<file path="src/rtl/rxq_pkg.sv">
package rxq_pkg;

    localparam int RXQ_DATA_W = 8;

    typedef logic [RXQ_DATA_W-1:0] rxq_byte_t;

    // Hidden tags: par is entry bit 8, frm bit 9, lovr bit 10
    typedef struct packed {
        logic lovr;
        logic frm;
        logic par;
    } rxq_tags_t;

    typedef struct packed {
        rxq_tags_t tags;
        rxq_byte_t data;
    } rxq_entry_t;

    localparam rxq_tags_t RXQ_NO_TAGS = '{lovr: 1'b0, frm: 1'b0, par: 1'b0};

    // Source of the status register on the next edge
    typedef enum logic [1:0] {
        BOT_HOLD,
        BOT_CLEAR,
        BOT_FROM_IN,
        BOT_FROM_NEXT
    } rxq_bot_sel_e;

    // Parity verdict: odd sense flags an odd count, even sense flags an even count
    function automatic logic rxq_parity_err(input rxq_byte_t d, input logic pbit,
                                            input logic en, input logic odd);
        logic ones_odd;
        ones_odd = ^{d, pbit};
        return en & (odd ? ones_odd : ~ones_odd);
    endfunction

endpackage

</file>
<file path="src/rtl/rxq_tagger.sv">
module rxq_tagger
    import rxq_pkg::*;
(
    input  logic       par_en,
    input  logic       par_odd,
    input  rxq_byte_t  in_data,
    input  logic       in_par_bit,
    input  logic       in_frm_err,
    input  logic       in_line_ovr,
    output rxq_entry_t ent
);

    always_comb begin
        ent.data      = in_data;
        ent.tags.par  = rxq_parity_err(in_data, in_par_bit, par_en, par_odd);
        ent.tags.frm  = in_frm_err;
        ent.tags.lovr = in_line_ovr;
    end

endmodule

</file>
<file path="src/rtl/rxq_store.sv">
module rxq_store
    import rxq_pkg::*;
#(
    parameter int DEPTH = 12,
    localparam int PTR_W = (DEPTH > 1) ? $clog2(DEPTH) : 1,
    localparam int CNT_W = $clog2(DEPTH + 1)
) (
    input  logic             clk,
    input  logic             rst,
    input  logic             push_req,
    input  rxq_entry_t       push_ent,
    input  logic             pop_req,
    output rxq_byte_t        bot_data,
    output rxq_tags_t        nxt_tags,
    output logic [CNT_W-1:0] fill,
    output logic             push_acc,
    output logic             pop_acc,
    output logic             ovr_sticky
);

    rxq_entry_t       mem [DEPTH];
    logic [PTR_W-1:0] wr_ptr;
    logic [PTR_W-1:0] rd_ptr;
    logic [PTR_W-1:0] rd_ptr_inc;
    logic             full;

    function automatic logic [PTR_W-1:0] bump(input logic [PTR_W-1:0] p);
        return (p == PTR_W'(DEPTH - 1)) ? '0 : p + PTR_W'(1);
    endfunction

    assign full       = (fill == CNT_W'(DEPTH));
    assign pop_acc    = pop_req && (fill != '0);
    assign push_acc   = push_req && (!full || pop_acc);
    assign rd_ptr_inc = bump(rd_ptr);
    assign bot_data   = mem[rd_ptr].data;
    assign nxt_tags   = mem[rd_ptr_inc].tags;

    always_ff @(posedge clk) begin
        if (rst) begin
            wr_ptr     <= '0;
            rd_ptr     <= '0;
            fill       <= '0;
            ovr_sticky <= 1'b0;
        end else begin
            if (push_acc) wr_ptr <= bump(wr_ptr);
            if (pop_acc)  rd_ptr <= rd_ptr_inc;
            case ({push_acc, pop_acc})
                2'b10:   fill <= fill + CNT_W'(1);
                2'b01:   fill <= fill - CNT_W'(1);
                default: fill <= fill;
            endcase
            if (push_req && !push_acc) ovr_sticky <= 1'b1;
        end
    end

    always_ff @(posedge clk) begin
        if (push_acc) mem[wr_ptr] <= push_ent;
    end


    fill_bound_chk: assert property (@(posedge clk) disable iff (rst)
        fill <= CNT_W'(DEPTH));


    full_drop_chk: assert property (@(posedge clk) disable iff (rst)
        (push_req && !pop_req && full) |=> $stable(fill));


    ovr_sticky_chk: assert property (@(posedge clk) disable iff (rst)
        ovr_sticky |=> ovr_sticky);


    empty_pop_chk: assert property (@(posedge clk) disable iff (rst)
        (pop_req && !push_req && fill == '0) |=> (fill == '0));


    full_swap_chk: assert property (@(posedge clk) disable iff (rst)
        (push_req && pop_req && full) |=> (full && $stable(ovr_sticky)));

endmodule

</file>
<file path="src/rtl/rxq_status.sv">
module rxq_status
    import rxq_pkg::*;
#(
    parameter int CNT_W = 4
) (
    input  logic             clk,
    input  logic             rst,
    input  logic             push_acc,
    input  logic             pop_acc,
    input  logic [CNT_W-1:0] fill,
    input  rxq_tags_t        in_tags,
    input  rxq_tags_t        nxt_tags,
    output rxq_tags_t        st_tags
);

    rxq_bot_sel_e sel;

    always_comb begin
        if (fill == '0) begin
            sel = push_acc ? BOT_FROM_IN : BOT_CLEAR;
        end else if (pop_acc) begin
            if (fill == CNT_W'(1)) sel = push_acc ? BOT_FROM_IN : BOT_CLEAR;
            else                   sel = BOT_FROM_NEXT;
        end else begin
            sel = BOT_HOLD;
        end
    end

    always_ff @(posedge clk) begin
        if (rst) begin
            st_tags <= RXQ_NO_TAGS;
        end else begin
            case (sel)
                BOT_CLEAR:     st_tags <= RXQ_NO_TAGS;
                BOT_FROM_IN:   st_tags <= in_tags;
                BOT_FROM_NEXT: st_tags <= nxt_tags;
                default:       st_tags <= st_tags;
            endcase
        end
    end


    status_hold_chk: assert property (@(posedge clk) disable iff (rst)
        (fill != '0 && !pop_acc) |=> $stable(st_tags));


    status_clear_chk: assert property (@(posedge clk) disable iff (rst)
        (fill == '0 && !push_acc) |=> (st_tags == RXQ_NO_TAGS));

endmodule

</file>
<file path="src/rtl/rx_tag_fifo.sv">
module rx_tag_fifo
    import rxq_pkg::*;
#(
    parameter int DEPTH  = 12,
    parameter int THRESH = 5,
    localparam int CNT_W = $clog2(DEPTH + 1)
) (
    input  logic       clk,
    input  logic       rst,
    input  logic       par_en,
    input  logic       par_odd,
    input  logic       in_valid,
    input  logic [7:0] in_data,
    input  logic       in_par_bit,
    input  logic       in_frm_err,
    input  logic       in_line_ovr,
    input  logic       rd_pop,
    output logic [7:0] rd_data,
    output logic       st_par_err,
    output logic       st_frm_err,
    output logic       st_line_ovr,
    output logic       not_empty,
    output logic       svc_req,
    output logic       fifo_ovr
);

    rxq_entry_t       in_ent;
    rxq_byte_t        bot_data;
    rxq_tags_t        nxt_tags;
    rxq_tags_t        st_tags;
    logic [CNT_W-1:0] fill;
    logic             push_acc;
    logic             pop_acc;

    rxq_tagger u_tagger (
        .par_en      (par_en),
        .par_odd     (par_odd),
        .in_data     (in_data),
        .in_par_bit  (in_par_bit),
        .in_frm_err  (in_frm_err),
        .in_line_ovr (in_line_ovr),
        .ent         (in_ent)
    );

    rxq_store #(.DEPTH(DEPTH)) u_store (
        .clk        (clk),
        .rst        (rst),
        .push_req   (in_valid),
        .push_ent   (in_ent),
        .pop_req    (rd_pop),
        .bot_data   (bot_data),
        .nxt_tags   (nxt_tags),
        .fill       (fill),
        .push_acc   (push_acc),
        .pop_acc    (pop_acc),
        .ovr_sticky (fifo_ovr)
    );

    rxq_status #(.CNT_W(CNT_W)) u_status (
        .clk      (clk),
        .rst      (rst),
        .push_acc (push_acc),
        .pop_acc  (pop_acc),
        .fill     (fill),
        .in_tags  (in_ent.tags),
        .nxt_tags (nxt_tags),
        .st_tags  (st_tags)
    );

    assign not_empty   = (fill != '0);
    assign svc_req     = (fill >= CNT_W'(THRESH));
    assign rd_data     = not_empty ? bot_data : '0;
    assign st_par_err  = st_tags.par;
    assign st_frm_err  = st_tags.frm;
    assign st_line_ovr = st_tags.lovr;


    empty_read_zero_chk: assert property (@(posedge clk) disable iff (rst)
        !not_empty |-> (rd_data == 8'h00 && st_tags == RXQ_NO_TAGS));


    par_off_tag_chk: assert property (@(posedge clk) disable iff (rst)
        (push_acc && fill == '0 && !par_en) |=> !st_par_err);


    svc_implies_data_chk: assert property (@(posedge clk) disable iff (rst)
        svc_req |-> not_empty);

endmodule

</file>
<file path="config.mk">
export PLATFORM = sky130hd
export DESIGN_NAME = rx_tag_fifo
export DESIGN_NICKNAME = d
export VERILOG_FILES = /design/src/rtl/rxq_pkg.sv /design/src/rtl/rxq_tagger.sv /design/src/rtl/rxq_store.sv /design/src/rtl/rxq_status.sv /design/src/rtl/rx_tag_fifo.sv
export SDC_FILE = /design/constraint.sdc
export NUM_CORES = 1
export LEC_CHECK = 0
export BUFFER_PORTS_ARGS = -buffer_cell sky130_fd_sc_hd__clkbuf_2
export CELL_PAD_IN_SITES_DETAIL_PLACEMENT = 1
export CELL_PAD_IN_SITES_GLOBAL_PLACEMENT = 1
export CORE_UTILIZATION = 47
export DETAILED_ROUTE_END_ITERATION = 6
export GPL_TIMING_DRIVEN = 0
export MAX_ROUTING_LAYER = met4
export PLACE_DENSITY = 0.69
export SYNTH_ARGS = -nofsm -noshare
export SYNTH_HDL_FRONTEND = slang
export SYNTH_SLANG_ARGS = --single-unit
</file>
<file path="constraint.sdc">
create_clock -name clk -period 6.95 [get_ports clk]
set_input_delay 1.39 -clock clk [delete_from_list [all_inputs] [get_ports clk]]
set_output_delay 1.39 -clock clk [all_outputs]
set_load 0.05 [all_outputs]
</file>
==> reports/qor.csv, run 1 <==
stage,metric,value,unit
status,status,"complete, no violations",
timing,Worst-Margin Slew,0.846,ns
layout,n_diodes,0,
placement,routability cong.,0.802,
cts,CTS Hold Bufs,0,
cts,Worst-Skew Late Latency,0.42,ns
timing,worst rel slew slack,42.1,%
cts,Clock Pin Slew Worst Setup and Hold Paths,0.06,ns
timing,Setup-failing EPs final,0,
logic_synthesis,Async SR Flop Fraction,0,%
routing,drc violations,0,
worst_setup_path,"Req. time, crit path",5.56,ns
routing,first-pass iteration count of the detailed router,4,
worst_setup_path,R2R Setup Slk,4.16,ns
layout,final net count,463,
routing,WL/cell,22.3,um
timing,"Hold Violations, Final",0,
cts,Post CTS Setup Buffer Count,0,
timing,Period minus WS final,4.29,ns
cts,Max H-tree Level,4,
timing,count of final max-slew check failures,0,
global_route,number of global-route vias before repair,3751,
flow_run,MaxCap Viol Count,0,
logic_synthesis,synth top area cells,"edfxtp_1, mux4_2, dfxtp_1",
cts,Root Buffer,clkbuf_16,
logic_synthesis,Synth Warn #,0,
power_and_ir_drop,LEAKAGE,0.00243,uW
logic_synthesis,Mapped Cells,389,
placement,post-DP HPWL,8920,um
cts,# resized after CTS,0,
global_route,first-pass GRT wire length,21500,um
logic_synthesis,Post-synth EDFFs,132,
placement,number of port buffers,28,
layout,area occupied by registers,4360,um2
routing,total number of vias,3552,
layout,Area growth syn-to-layout,14.2,%
floorplanning,Core ar.,13200,um2
global_route,GRT Total Usage,22.3,%
floorplanning,Starting Density,48.0,%
layout,"commonest non-fill, non-tap cell in the layout",edfxtp_1,
worst_setup_path,Crit Path Max Fanout,10,
worst_setup_path,Setup crit end kind,primary output,
floorplanning,area of the die,14000,um2
timing,RSZ-0062 raised after global routing,no,
routing,Detail Route Antenna Nets,0,
logic_synthesis,synth unique cells,50,
routing,WL final,13900,um
timing,setup TNS,0,ns
logic_synthesis,Yosys top cell area share,62.5,%
worst_setup_path,"Arr. time, crit path",2.90,ns
logic_synthesis,cell taking the most area after synthesis,edfxtp_1,
logic_synthesis,Synth Flop Type,edfxtp_1,
logic_synthesis,"FF+latch count, synth",152,
cts,Sinks on Clock Net,152,
worst_setup_path,Reg2Reg Depth,6,
power_and_ir_drop,VDD IR max,152,uV
logic_synthesis,Syn Area/Cell,16.3,um2
global_route,aggregate global routing overflow,0,
logic_synthesis,"Net Count, Synth",416,
floorplanning,IO Pins,31,
layout,"commonest non-fill, non-tap cells in the layout","edfxtp_1, nor2_1, clkbuf_2",
global_route,largest net degree at the start of global routing,17,
cts,CTS tree,yes,
logic_synthesis,cell area after synthesis,6340,um2
layout,Fillers,1256,
min_path,Hold WC Path Type,register to register,
min_path,hold path depth,2,
floorplanning,# rows,42,
cts,Max clock buf depth,2,
layout,layout cells sized above 1,20.5,%
timing,final cycle utilization of the critical path,61.7,%
timing,f_max,233,MHz
routing,initial DRC count,286,
power_and_ir_drop,PwrDens,364,nW/um2
routing,vias per cell,5.68,
worst_setup_path,Crit Path Category,register to primary output,
floorplanning,Die Wd,118,um
floorplanning,Die H,118,um
timing,hold slack,0.480,ns
timing,clock skew,0.00652,ns
worst_setup_path,Worst setup SP type,register,
cts,CTS buffer count,17,
logic_synthesis,sequential cell area fraction in the yosys report,68.9,%
layout,multi-input logic area,1830,um2
global_route,initial antenna violation count,0,
## report_power, final
group	leakage, uW	internal [uW]	switching [uW]
logic	0.000804	251	486
clock network	0.000264	486	351
registers	0.00136	1030	23.6
## cell usage after synthesis (2+ instances only)
master,number
a211oi_1,4
a21oi_1,18
a32oi_1,2
and2_1,10
and3_1,6
buf_1,2
buf_2,2
buf_6,3
clkbuf_1,14
dfxtp_1,20
edfxtp_1,132
ha_1,10
inv_1,8
mux2i_1,13
mux4_1,3
mux4_2,26
nand2_1,7
nand2b_1,3
nand3_1,2
nand4b_1,2
nor2_1,36
nor2b_1,3
nor3_1,8
nor3b_1,6
o211ai_1,2
o21ai_0,11
o22ai_1,2
xnor2_1,10
xor2_1,3
## cell families (layout without fill, tap and decap cells)
logic type / Yosys count / in the layout / synth area share, %
AO/OA/AOI/OAI: 53 / 53 / 5.37
flip-flops: 152 / 152 / 68.9
multiplexers: 43 / 43 / 12.7
adder cells (fa/ha/maj): 10 / 10 / 1.97
buffers and inverters: 30 / 90 / 2.23
XOR/XNOR: 13 / 13 / 1.80
AND/OR/NAND/NOR: 88 / 88 / 7.05
## registers in the layout, indices dropped and copies added (netlist names), named ones only
register            flops
u_store.wr_ptr          4
u_store.mem           132
u_store.fill            4
u_status.st_tags        3
u_store.ovr_sticky      1
u_store.rd_ptr          4
## worst max-delay path, cell delays in order, from the launching register on
cell and delay (ns):
dfxtp_1 0.30, clkbuf_1 0.36, buf_2 0.47, mux4_2 0.57
mux2i_1 0.19, nor2_1 0.10, a21oi_1 0.14, nor2_1 0.06
clkbuf_2 0.26
## area by class of cell
type,instances,share of cell area (%)
buffer,22,1.54
clock buffer,18,5.93
clock inverter,14,1.50
inverter,8,0.415
multi-input combinational,207,25.3
sequential,152,60.3
tap,176,3.04
timing repair buffer,28,1.94
## per-stage QoR
stage                     util [%]  std cells  cell area [um2]  setup slack (ns)  power [uW]
after floorplan                  -        389             6340              3.53        1620
after global placement        50.8        593             6700              3.13        1800
after detailed placement      50.8        593             6700              3.08        1820
after CTS                     54.9        625             7240              2.63        2650
after global routing          54.9        625             7240              2.49        2740
final                         54.9        625             7240              2.66        2630
## layer usage
metal | vias up | part of all wire (%) | global-route usage [%]
met5 | - | 0 | -
met1 | 1831 | 43 | 28.0
met4 | 0 | 2.8 | 11.1
met3 | 28 | 3.7 | 3.83
li1 | 1608 | - | -
met2 | 85 | 51 | 35.3
## worst paths after layout
| check | end | start |
|---|---|---|
| worst min-delay path | u_store.ovr_sticky | u_store.ovr_sticky |
| worst max-delay path | rd_data[0] | register |
| worst max register to register | u_store.mem[11][8] | u_store.fill[0] |
| worst min register to register | u_store.ovr_sticky | u_store.ovr_sticky |
No activity file was read; power rests on OpenSTA's default activity.
==> run 2: changes to the inputs <==
ABC_AREA = 1   (was not set)
CORE_UTILIZATION = 44   (was 47)
PLACE_DENSITY = 0.72   (was 0.69)
clock period = 3.6 ns   (was 6.95 ns; I/O delays follow)
==> reports/qor.csv, run 2 <==
stage,metric,value,unit,change
worst_setup_path,"Arr. time, crit path",2.62,ns,-0.28 ns
layout,Fillers,1521,,+21%
logic_synthesis,Synth Warn #,0,,unchanged
routing,drc violations,0,,unchanged
timing,count of final max-slew check failures,0,,unchanged
layout,final net count,665,,+44%
placement,post-DP HPWL,12300,um,+37%
status,status,"complete, no violations",,
min_path,Hold WC Path Type,register to register,,
worst_setup_path,Worst setup SP type,register,,
routing,initial DRC count,391,,+37%
timing,clock skew,0.00756,ns,+0.00104 ns
routing,WL/cell,22.7,um,+1.9%
power_and_ir_drop,combinational share of power,30.6,%,+2.6 points
cts,Sinks on Clock Net,152,,unchanged
cts,CTS buffer count,17,,unchanged
placement,dpl cells,798,,+35%
logic_synthesis,Synth Flop Type,edfxtp_1,,
timing,"Hold Violations, Final",0,,unchanged
routing,Detail Route Antenna Nets,0,,unchanged
global_route,number of global-route vias before repair,4985,,+33%
layout,Largest register FFs,132,,unchanged
global_route,largest net degree at the start of global routing,17,,unchanged
cts,Root Buffer,clkbuf_16,,
cts,Post CTS Setup Buffer Count,0,,unchanged
routing,vias per cell,5.78,,+1.7%
cts,Max H-tree Level,4,,unchanged
floorplanning,# rows,43,,+2.4%
worst_setup_path,CP max stage delay,0.50,ns,-0.07 ns
routing,WL final,18900,um,+35%
timing,Period minus WS final,3.34,ns,
layout,"commonest non-fill, non-tap cell in the layout",edfxtp_1,,
timing,worst rel slew slack,39.6,%,-2.5 points
timing,final cycle utilization of the critical path,92.7,%,
power_and_ir_drop,sequential fraction of design power,37.4,%,-2.8 points
min_path,HP Start,u_store.ovr_sticky,,
placement,DP Area,7000,um2,+4.5%
logic_synthesis,cell taking the most area after synthesis,edfxtp_1,,
power_and_ir_drop,VDD IR max,334,uV,+120%
layout,"commonest non-fill, non-tap cells in the layout","edfxtp_1, nand2_1, o21ai_0",,
timing,Worst-Margin Slew,0.904,ns,+0.0580 ns
layout,layout cells sized above 1,15.7,%,-4.8 points
power_and_ir_drop,Sw Pwr,2060,uW,+140%
worst_setup_path,Reg2Reg Depth,10,,+4
timing,setup TNS,0,ns,unchanged
power_and_ir_drop,PwrDens,726,nW/um2,+100%
routing,first-pass iteration count of the detailed router,5,,+1
logic_synthesis,synth unique cells,34,,-32%
global_route,GRT Total Usage,27.5,%,+5.2 points
global_route,initial antenna violation count,0,,unchanged
floorplanning,Die H,123,um,+4.2%
power_and_ir_drop,Int Power,3450,uW,+95%
layout,Biggest register,u_store.mem,,
cts,Worst-Skew Late Latency,0.43,ns,about the same
power_and_ir_drop,switching part of the total,37.4,%,+4.7 points
floorplanning,Die Wd,123,um,+4.2%
timing,f_max,300,MHz,
worst_setup_path,Crit Path Category,register to primary output,,
layout,n_diodes,0,,unchanged
min_path,hold path depth,1,,-1
logic_synthesis,Async SR Flop Fraction,0,%,unchanged
global_route,first-pass GRT wire length,28600,um,+33%
timing,Setup-failing EPs final,0,,unchanged
timing,RSZ-0062 raised after global routing,no,,
global_route,aggregate global routing overflow,0,,unchanged
logic_synthesis,top-count cell post-synth,edfxtp_1,,
cts,# resized after CTS,0,,unchanged
logic_synthesis,Post-synth EDFFs,132,,unchanged
worst_setup_path,reg2reg start,u_store.fill[0],,
placement,routability cong.,0.854,,+6.4%
logic_synthesis,synth top area cells,"edfxtp_1, dfxtp_1, o21ai_0",,
worst_setup_path,Crit Path Max Fanout,10,,unchanged
flow_run,MaxCap Viol Count,0,,unchanged
worst_setup_path,"Req. time, crit path",2.88,ns,-2.68 ns
placement,number of port buffers,30,,+7.1%
power_and_ir_drop,Clock power frac,32.0,%,+0.2 points
floorplanning,Starting Density,45.8,%,-2.3 points
logic_synthesis,"FF+latch count, synth",152,,unchanged
floorplanning,area of the die,15200,um2,+8.6%
worst_setup_path,Crit path buffers/inverters,2,,-1
worst_setup_path,crit-path leading delay family,buffers and inverters,,
cts,CTS Hold Bufs,0,,unchanged
logic_synthesis,cell area after synthesis,6450,um2,+1.9%
worst_setup_path,crit-path cells,"clkbuf_1, o21ai_0, o221ai_1, nand2_1, a31oi_1, clkbuf_2",,
worst_setup_path,Setup crit end kind,primary output,,
worst_setup_path,R2R Setup Slk,0.93,ns,-3.23 ns
floorplanning,IO Pins,31,,unchanged
layout,area occupied by registers,4360,um2,unchanged
routing,total number of vias,4804,,+35%
layout,Layout Utilization,53.9,%,-1.0 points
power_and_ir_drop,final total power,5510,uW,+110%
cts,Clock Pin Slew Worst Setup and Hold Paths,0.06,ns,about the same
layout,final instance area,7590,um2,+4.9%
logic_synthesis,"Net Count, Synth",605,,+45%
cts,CTS tree,yes,,
power_and_ir_drop,LEAKAGE,0.00284,uW,+17%
layout,fin cells,831,,+33%
layout,multi-input logic area,1840,um2,+0.41%
logic_synthesis,Mapped Cells,578,,+49%
floorplanning,Core ar.,14100,um2,+6.9%
worst_setup_path,Critical R2R Capture,u_store.fill[2],,
logic_synthesis,Syn Area/Cell,11.2,um2,-31%
worst_setup_path,crit path max-delay cell type,clkbuf_1,,
logic_synthesis,commonest cells in the netlist,"edfxtp_1, nand2_1, o21ai_0, nor2_1, nand3_1",,
layout,Area growth syn-to-layout,17.6,%,
cts,Max clock buf depth,2,,unchanged
min_path,Hold EP,u_store.ovr_sticky,,
logic_synthesis,Yosys top cell area share,61.4,%,-1.1 points
logic_synthesis,sequential cell area fraction in the yosys report,67.6,%,-1.3 points
==> run 2: changes by cell type after synthesis, sizes merged, moves of 6 or more <==
cell   previous run  this run
mux2i            13         0
inv               8        48
a31oi             1         8
mux4             29         0
o21ai            11        68
xnor2            10         2
o22ai             2        19
and2             10         0
nor3b             6         0
and3              6         0
nand3             2        50
nand2             7        83
nor2             37        65
==> run 2: power groups by stage <==
stage	registers [uW]	logic, uW	clock network [uW]
2_1_floorplan	2120	1090	0
3_3_place_gp	2100	1580	0
3_5_place_dp	2100	1650	0
4_1_cts	2060	1680	1770
5_1_grt	2070	1810	1840
6_report	2060	1690	1760
==> run 2: cell type report <==
| class | instances | area share, % |
|---|---|---|
| plain buffers | 24 | 1.58 |
| flip-flops and latches | 152 | 57.5 |
| well taps | 180 | 2.97 |
| clock inverters | 14 | 1.99 |
| multi-input cells | 353 | 24.2 |
| inverters | 49 | 2.42 |
| repair buffers | 41 | 3.68 |
| clock buffers | 18 | 5.65 |
==> run 2: cells by family after synthesis <==
| logic type | after synthesis | synth area share [%] |
|---|---|---|
| fa+ha+maj | 10 | 1.94 |
| buf+inv | 73 | 4.71 |
| flops | 152 | 67.6 |
| xor+xnor | 5 | 0.679 |
| compound gates | 122 | 10.5 |
| simple gates | 216 | 14.5 |
==> run 2: metal layers <==
metal	global-route usage (%)	vias up	part of all wire, %
li1	-	2183	-
met1	35.1	2465	43
met2	44.7	133	51
met3	4.15	23	4.5
met4	10.0	0	1.8
met5	-	-	0
==> run 2: worst max-delay path by stage <==
stage / startpoint / slack [ns] / end / cells after the start
final: register / 0.26 / rd_data[3] / 6
after global routing: register / 0.15 / rd_data[3] / 6
after CTS: register / 0.23 / rd_data[3] / 6
after detailed placement: in_data[4] / 0.60 / u_store.mem[0][8] / 9
after global placement: rd_pop / -0.05 / u_store.mem[0][4] / 6
after floorplan: u_store.fill[0] / 0.85 / rd_data[1] / 7
==> run 2: worst register-to-register path, cell delays in order, from the launching register on <==
cell	delay, ns
dfxtp_1	0.34
inv_1	0.15
ha_1	0.22
nand4_1	0.13
nand2_1	0.26
clkbuf_1	0.56
ha_1	0.41
a21oi_1	0.15
o21ai_0	0.12
o21ai_0	0.17
a21oi_1	0.05
==> run 2: per-stage QoR <==
step,worst slack (ns),hold WS (ns)
2_1_floorplan,0.851,0.485
3_3_place_gp,-0.0538,0.446
3_5_place_dp,0.604,0.458
4_1_cts,0.233,0.472
5_1_grt,0.151,0.484
6_report,0.264,0.469
==> run 3: changes to the inputs <==
ABC_CLOCK_PERIOD_IN_PS = 3600   (was not set)
SYNTH_HIERARCHICAL = 1   (was not set)
==> reports/qor.csv, run 3 <==
stage,metric,value,unit,change
status,status,"complete, no violations",,
layout,Biggest register,u_store/mem,,
timing,final worst slack,0.387,ns,+0.123 ns
logic_synthesis,Async SR Flop Fraction,0,%,unchanged
layout,final net count,712,,+7.1%
power_and_ir_drop,Sw Pwr,1800,uW,-12%
timing,Setup-failing EPs final,0,,unchanged
layout,Area growth syn-to-layout,17.3,%,
power_and_ir_drop,PwrDens,682,nW/um2,-6.0%
logic_synthesis,Yosys top cell area share,57.9,%,-3.5 points
logic_synthesis,Syn Area/Cell,10.9,um2,-2.8%
power_and_ir_drop,Int Power,3680,uW,+6.5%
global_route,aggregate global routing overflow,0,,unchanged
logic_synthesis,Synth Flop Type,edfxtp_1,,
placement,post-DP HPWL,12200,um,-0.34%
routing,WL/cell,20.7,um,-8.9%
logic_synthesis,"Net Count, Synth",656,,+8.4%
power_and_ir_drop,final total power,5480,uW,-0.56%
cts,Clock Pin Slew Worst Setup and Hold Paths,0.06,ns,about the same
floorplanning,Core ar.,15200,um2,+7.8%
logic_synthesis,Mapped Cells,631,,+9.2%
timing,f_max,311,MHz,+3.8%
layout,"commonest non-fill, non-tap cell in the layout",edfxtp_1,,
timing,count of final max-slew check failures,0,,unchanged
timing,Period minus WS final,3.21,ns,-0.123 ns
cts,CTS tree,yes,,
cts,Worst-Skew Late Latency,0.43,ns,about the same
layout,layout cells sized above 1,21.3,%,+5.6 points
logic_synthesis,sequential cell area fraction in the yosys report,63.7,%,-3.9 points
cts,# resized after CTS,0,,unchanged
power_and_ir_drop,combinational share of power,26.2,%,-4.4 points
routing,vias per cell,5.51,,-4.7%
global_route,first-pass GRT wire length,29100,um,+1.6%
global_route,GRT Total Usage,25.5,%,-2.1 points
worst_setup_path,"Arr. time, crit path",2.49,ns,-0.13 ns
logic_synthesis,"FF+latch count, synth",152,,unchanged
logic_synthesis,top-count cell post-synth,edfxtp_1,,
logic_synthesis,synth top area cells,"edfxtp_1, dfxtp_1, nand2_1",,
power_and_ir_drop,switching part of the total,32.9,%,-4.5 points
worst_setup_path,"Req. time, crit path",2.88,ns,about the same
power_and_ir_drop,LEAKAGE,0.00309,uW,+8.8%
power_and_ir_drop,VDD IR max,388,uV,+16%
min_path,Hold WC Path Type,register to register,,
floorplanning,# rows,45,,+4.7%
floorplanning,Starting Density,45.1,%,-0.74 points
routing,drc violations,0,,unchanged
power_and_ir_drop,sequential fraction of design power,37.3,%,about the same
floorplanning,Die Wd,127,um,+3.0%
cts,Sinks on Clock Net,152,,unchanged
timing,worst rel slew slack,1.85,%,-38 points
worst_setup_path,Worst setup SP type,register,,
logic_synthesis,cell area after synthesis,6850,um2,+6.1%
routing,Detail Route Antenna Nets,0,,unchanged
worst_setup_path,Setup crit end kind,primary output,,
layout,n_diodes,0,,unchanged
floorplanning,area of the die,16100,um2,+6.0%
timing,RSZ-0062 raised after global routing,no,,
timing,final cycle utilization of the critical path,89.3,%,-3.4 points
global_route,number of global-route vias before repair,5332,,+7.0%
cts,CTS Hold Bufs,0,,unchanged
cts,Max clock buf depth,2,,unchanged
timing,Worst-Margin Slew,1.47,ns,+0.562 ns
floorplanning,Die H,127,um,+3.0%
placement,DP Worst Slack,0.825,ns,+0.221 ns
layout,Fillers,1641,,+7.9%
global_route,initial antenna violation count,0,,unchanged
cts,Max H-tree Level,4,,unchanged
placement,dpl cells,856,,+7.3%
logic_synthesis,Synth Warn #,6,,+6
timing,"Hold Violations, Final",0,,unchanged
worst_setup_path,Crit Path Max Fanout,9,,-1
routing,total number of vias,4893,,+1.9%
cts,Root Buffer,clkbuf_16,,
layout,Largest register FFs,132,,unchanged
global_route,largest net degree at the start of global routing,17,,unchanged
routing,first-pass iteration count of the detailed router,4,,-1
timing,clock skew,0.00800,ns,+0.000442 ns
routing,initial DRC count,407,,+4.1%
flow_run,MaxCap Viol Count,0,,unchanged
logic_synthesis,commonest cells in the netlist,"edfxtp_1, nand2_1, nor2_1, inv_1, nand3_1",,
placement,routability cong.,0.793,,-7.0%
cts,Post CTS Setup Buffer Count,0,,unchanged
logic_synthesis,synth unique cells,41,,+21%
routing,WL final,18400,um,-2.7%
logic_synthesis,cell taking the most area after synthesis,edfxtp_1,,
cts,CTS buffer count,17,,unchanged
layout,"commonest non-fill, non-tap cells in the layout","edfxtp_1, nand2_1, nor2_1",,
power_and_ir_drop,Clock power frac,36.5,%,+4.5 points
floorplanning,IO Pins,31,,unchanged
logic_synthesis,Post-synth EDFFs,132,,unchanged
timing,setup TNS,0,ns,unchanged
worst_setup_path,Crit Path Category,register to primary output,,
placement,number of port buffers,28,,-6.7%
layout,fin cells,888,,+6.9%
[run 3: changes by cell type after synthesis, sizes merged, moves of 6 or more]
cell	delta
clkbuf	-9
nand3b	+10
a21oi	+8
inv	+18
nand3	+6
nor2	+8
o21ai	-13
nand2	+27
buf	+17
a31oi	-6
[run 3: final cells by class]
| class | instances | area [um2] | share of cell area (%) |
|---|---|---|---|
| clock buffers | 20 | 437 | 5.43 |
| flip-flops and latches | 152 | 4360 | 54.3 |
| inverters | 67 | 251 | 3.13 |
| well taps | 188 | 235 | 2.93 |
| clock inverters | 12 | 224 | 2.79 |
| multi-input cells | 380 | 2060 | 25.7 |
| plain buffers | 32 | 216 | 2.69 |
| repair buffers | 37 | 245 | 3.05 |
[run 3: logic make-up after synthesis]
group	Yosys count	share of synthesized area, %
XOR/XNOR	3	0.384
AO/OA/AOI/OAI	104	8.53
flip-flops	152	63.7
adder cells (fa/ha/maj)	8	1.57
AND/OR/NAND/NOR	265	19.0
buffers and inverters	99	6.83
[run 3: metrics by stage]
stage / util [%] / hold WS (ns) / instance area (um2)
floorplan: - / 0.472 / 6850
global placement: 47.5 / 0.448 / 7220
detailed placement: 48.5 / 0.481 / 7370
CTS: 52.9 / 0.502 / 8040
global route: 52.9 / 0.528 / 8040
finish: 52.9 / 0.494 / 8040
[run 3: worst paths after layout]
path                   endpoint  slack (ns)               start  cells past startpoint
max reg2reg  u_store/mem[7][10]        1.10     u_store/fill[1]                      6
max                  rd_data[5]        0.39            register                      8
min          u_store/ovr_sticky        0.49  u_store/ovr_sticky                      1
min reg2reg  u_store/ovr_sticky        0.49  u_store/ovr_sticky                      1
[run 3: critical path, cell delays in order (launching register included)]
cell,delay [ns]
dfxtp_1,0.31
clkbuf_1,0.44
inv_1,0.37
o211ai_1,0.24
nand3_1,0.13
nand2_1,0.08
inv_1,0.03
a21oi_1,0.17
clkbuf_2,0.31
[run 3: power groups by stage]
stage	combinational [uW]	clock (uW)	sequential, uW
after floorplan	986	0	2090
after global placement	1360	0	2070
after detailed placement	1420	0	2080
after CTS	1440	2020	2040
after global routing	1570	2080	2050
final	1440	2000	2040
[run 3: per-layer routing]
layer	vias to the layer above	share of wire (%)	global-route usage [%]
met2	142	49	41.3
met3	19	4.3	4.39
li1	2286	-	-
met4	0	1.3	9.66
met1	2446	45	32.1
met5	-	0	-
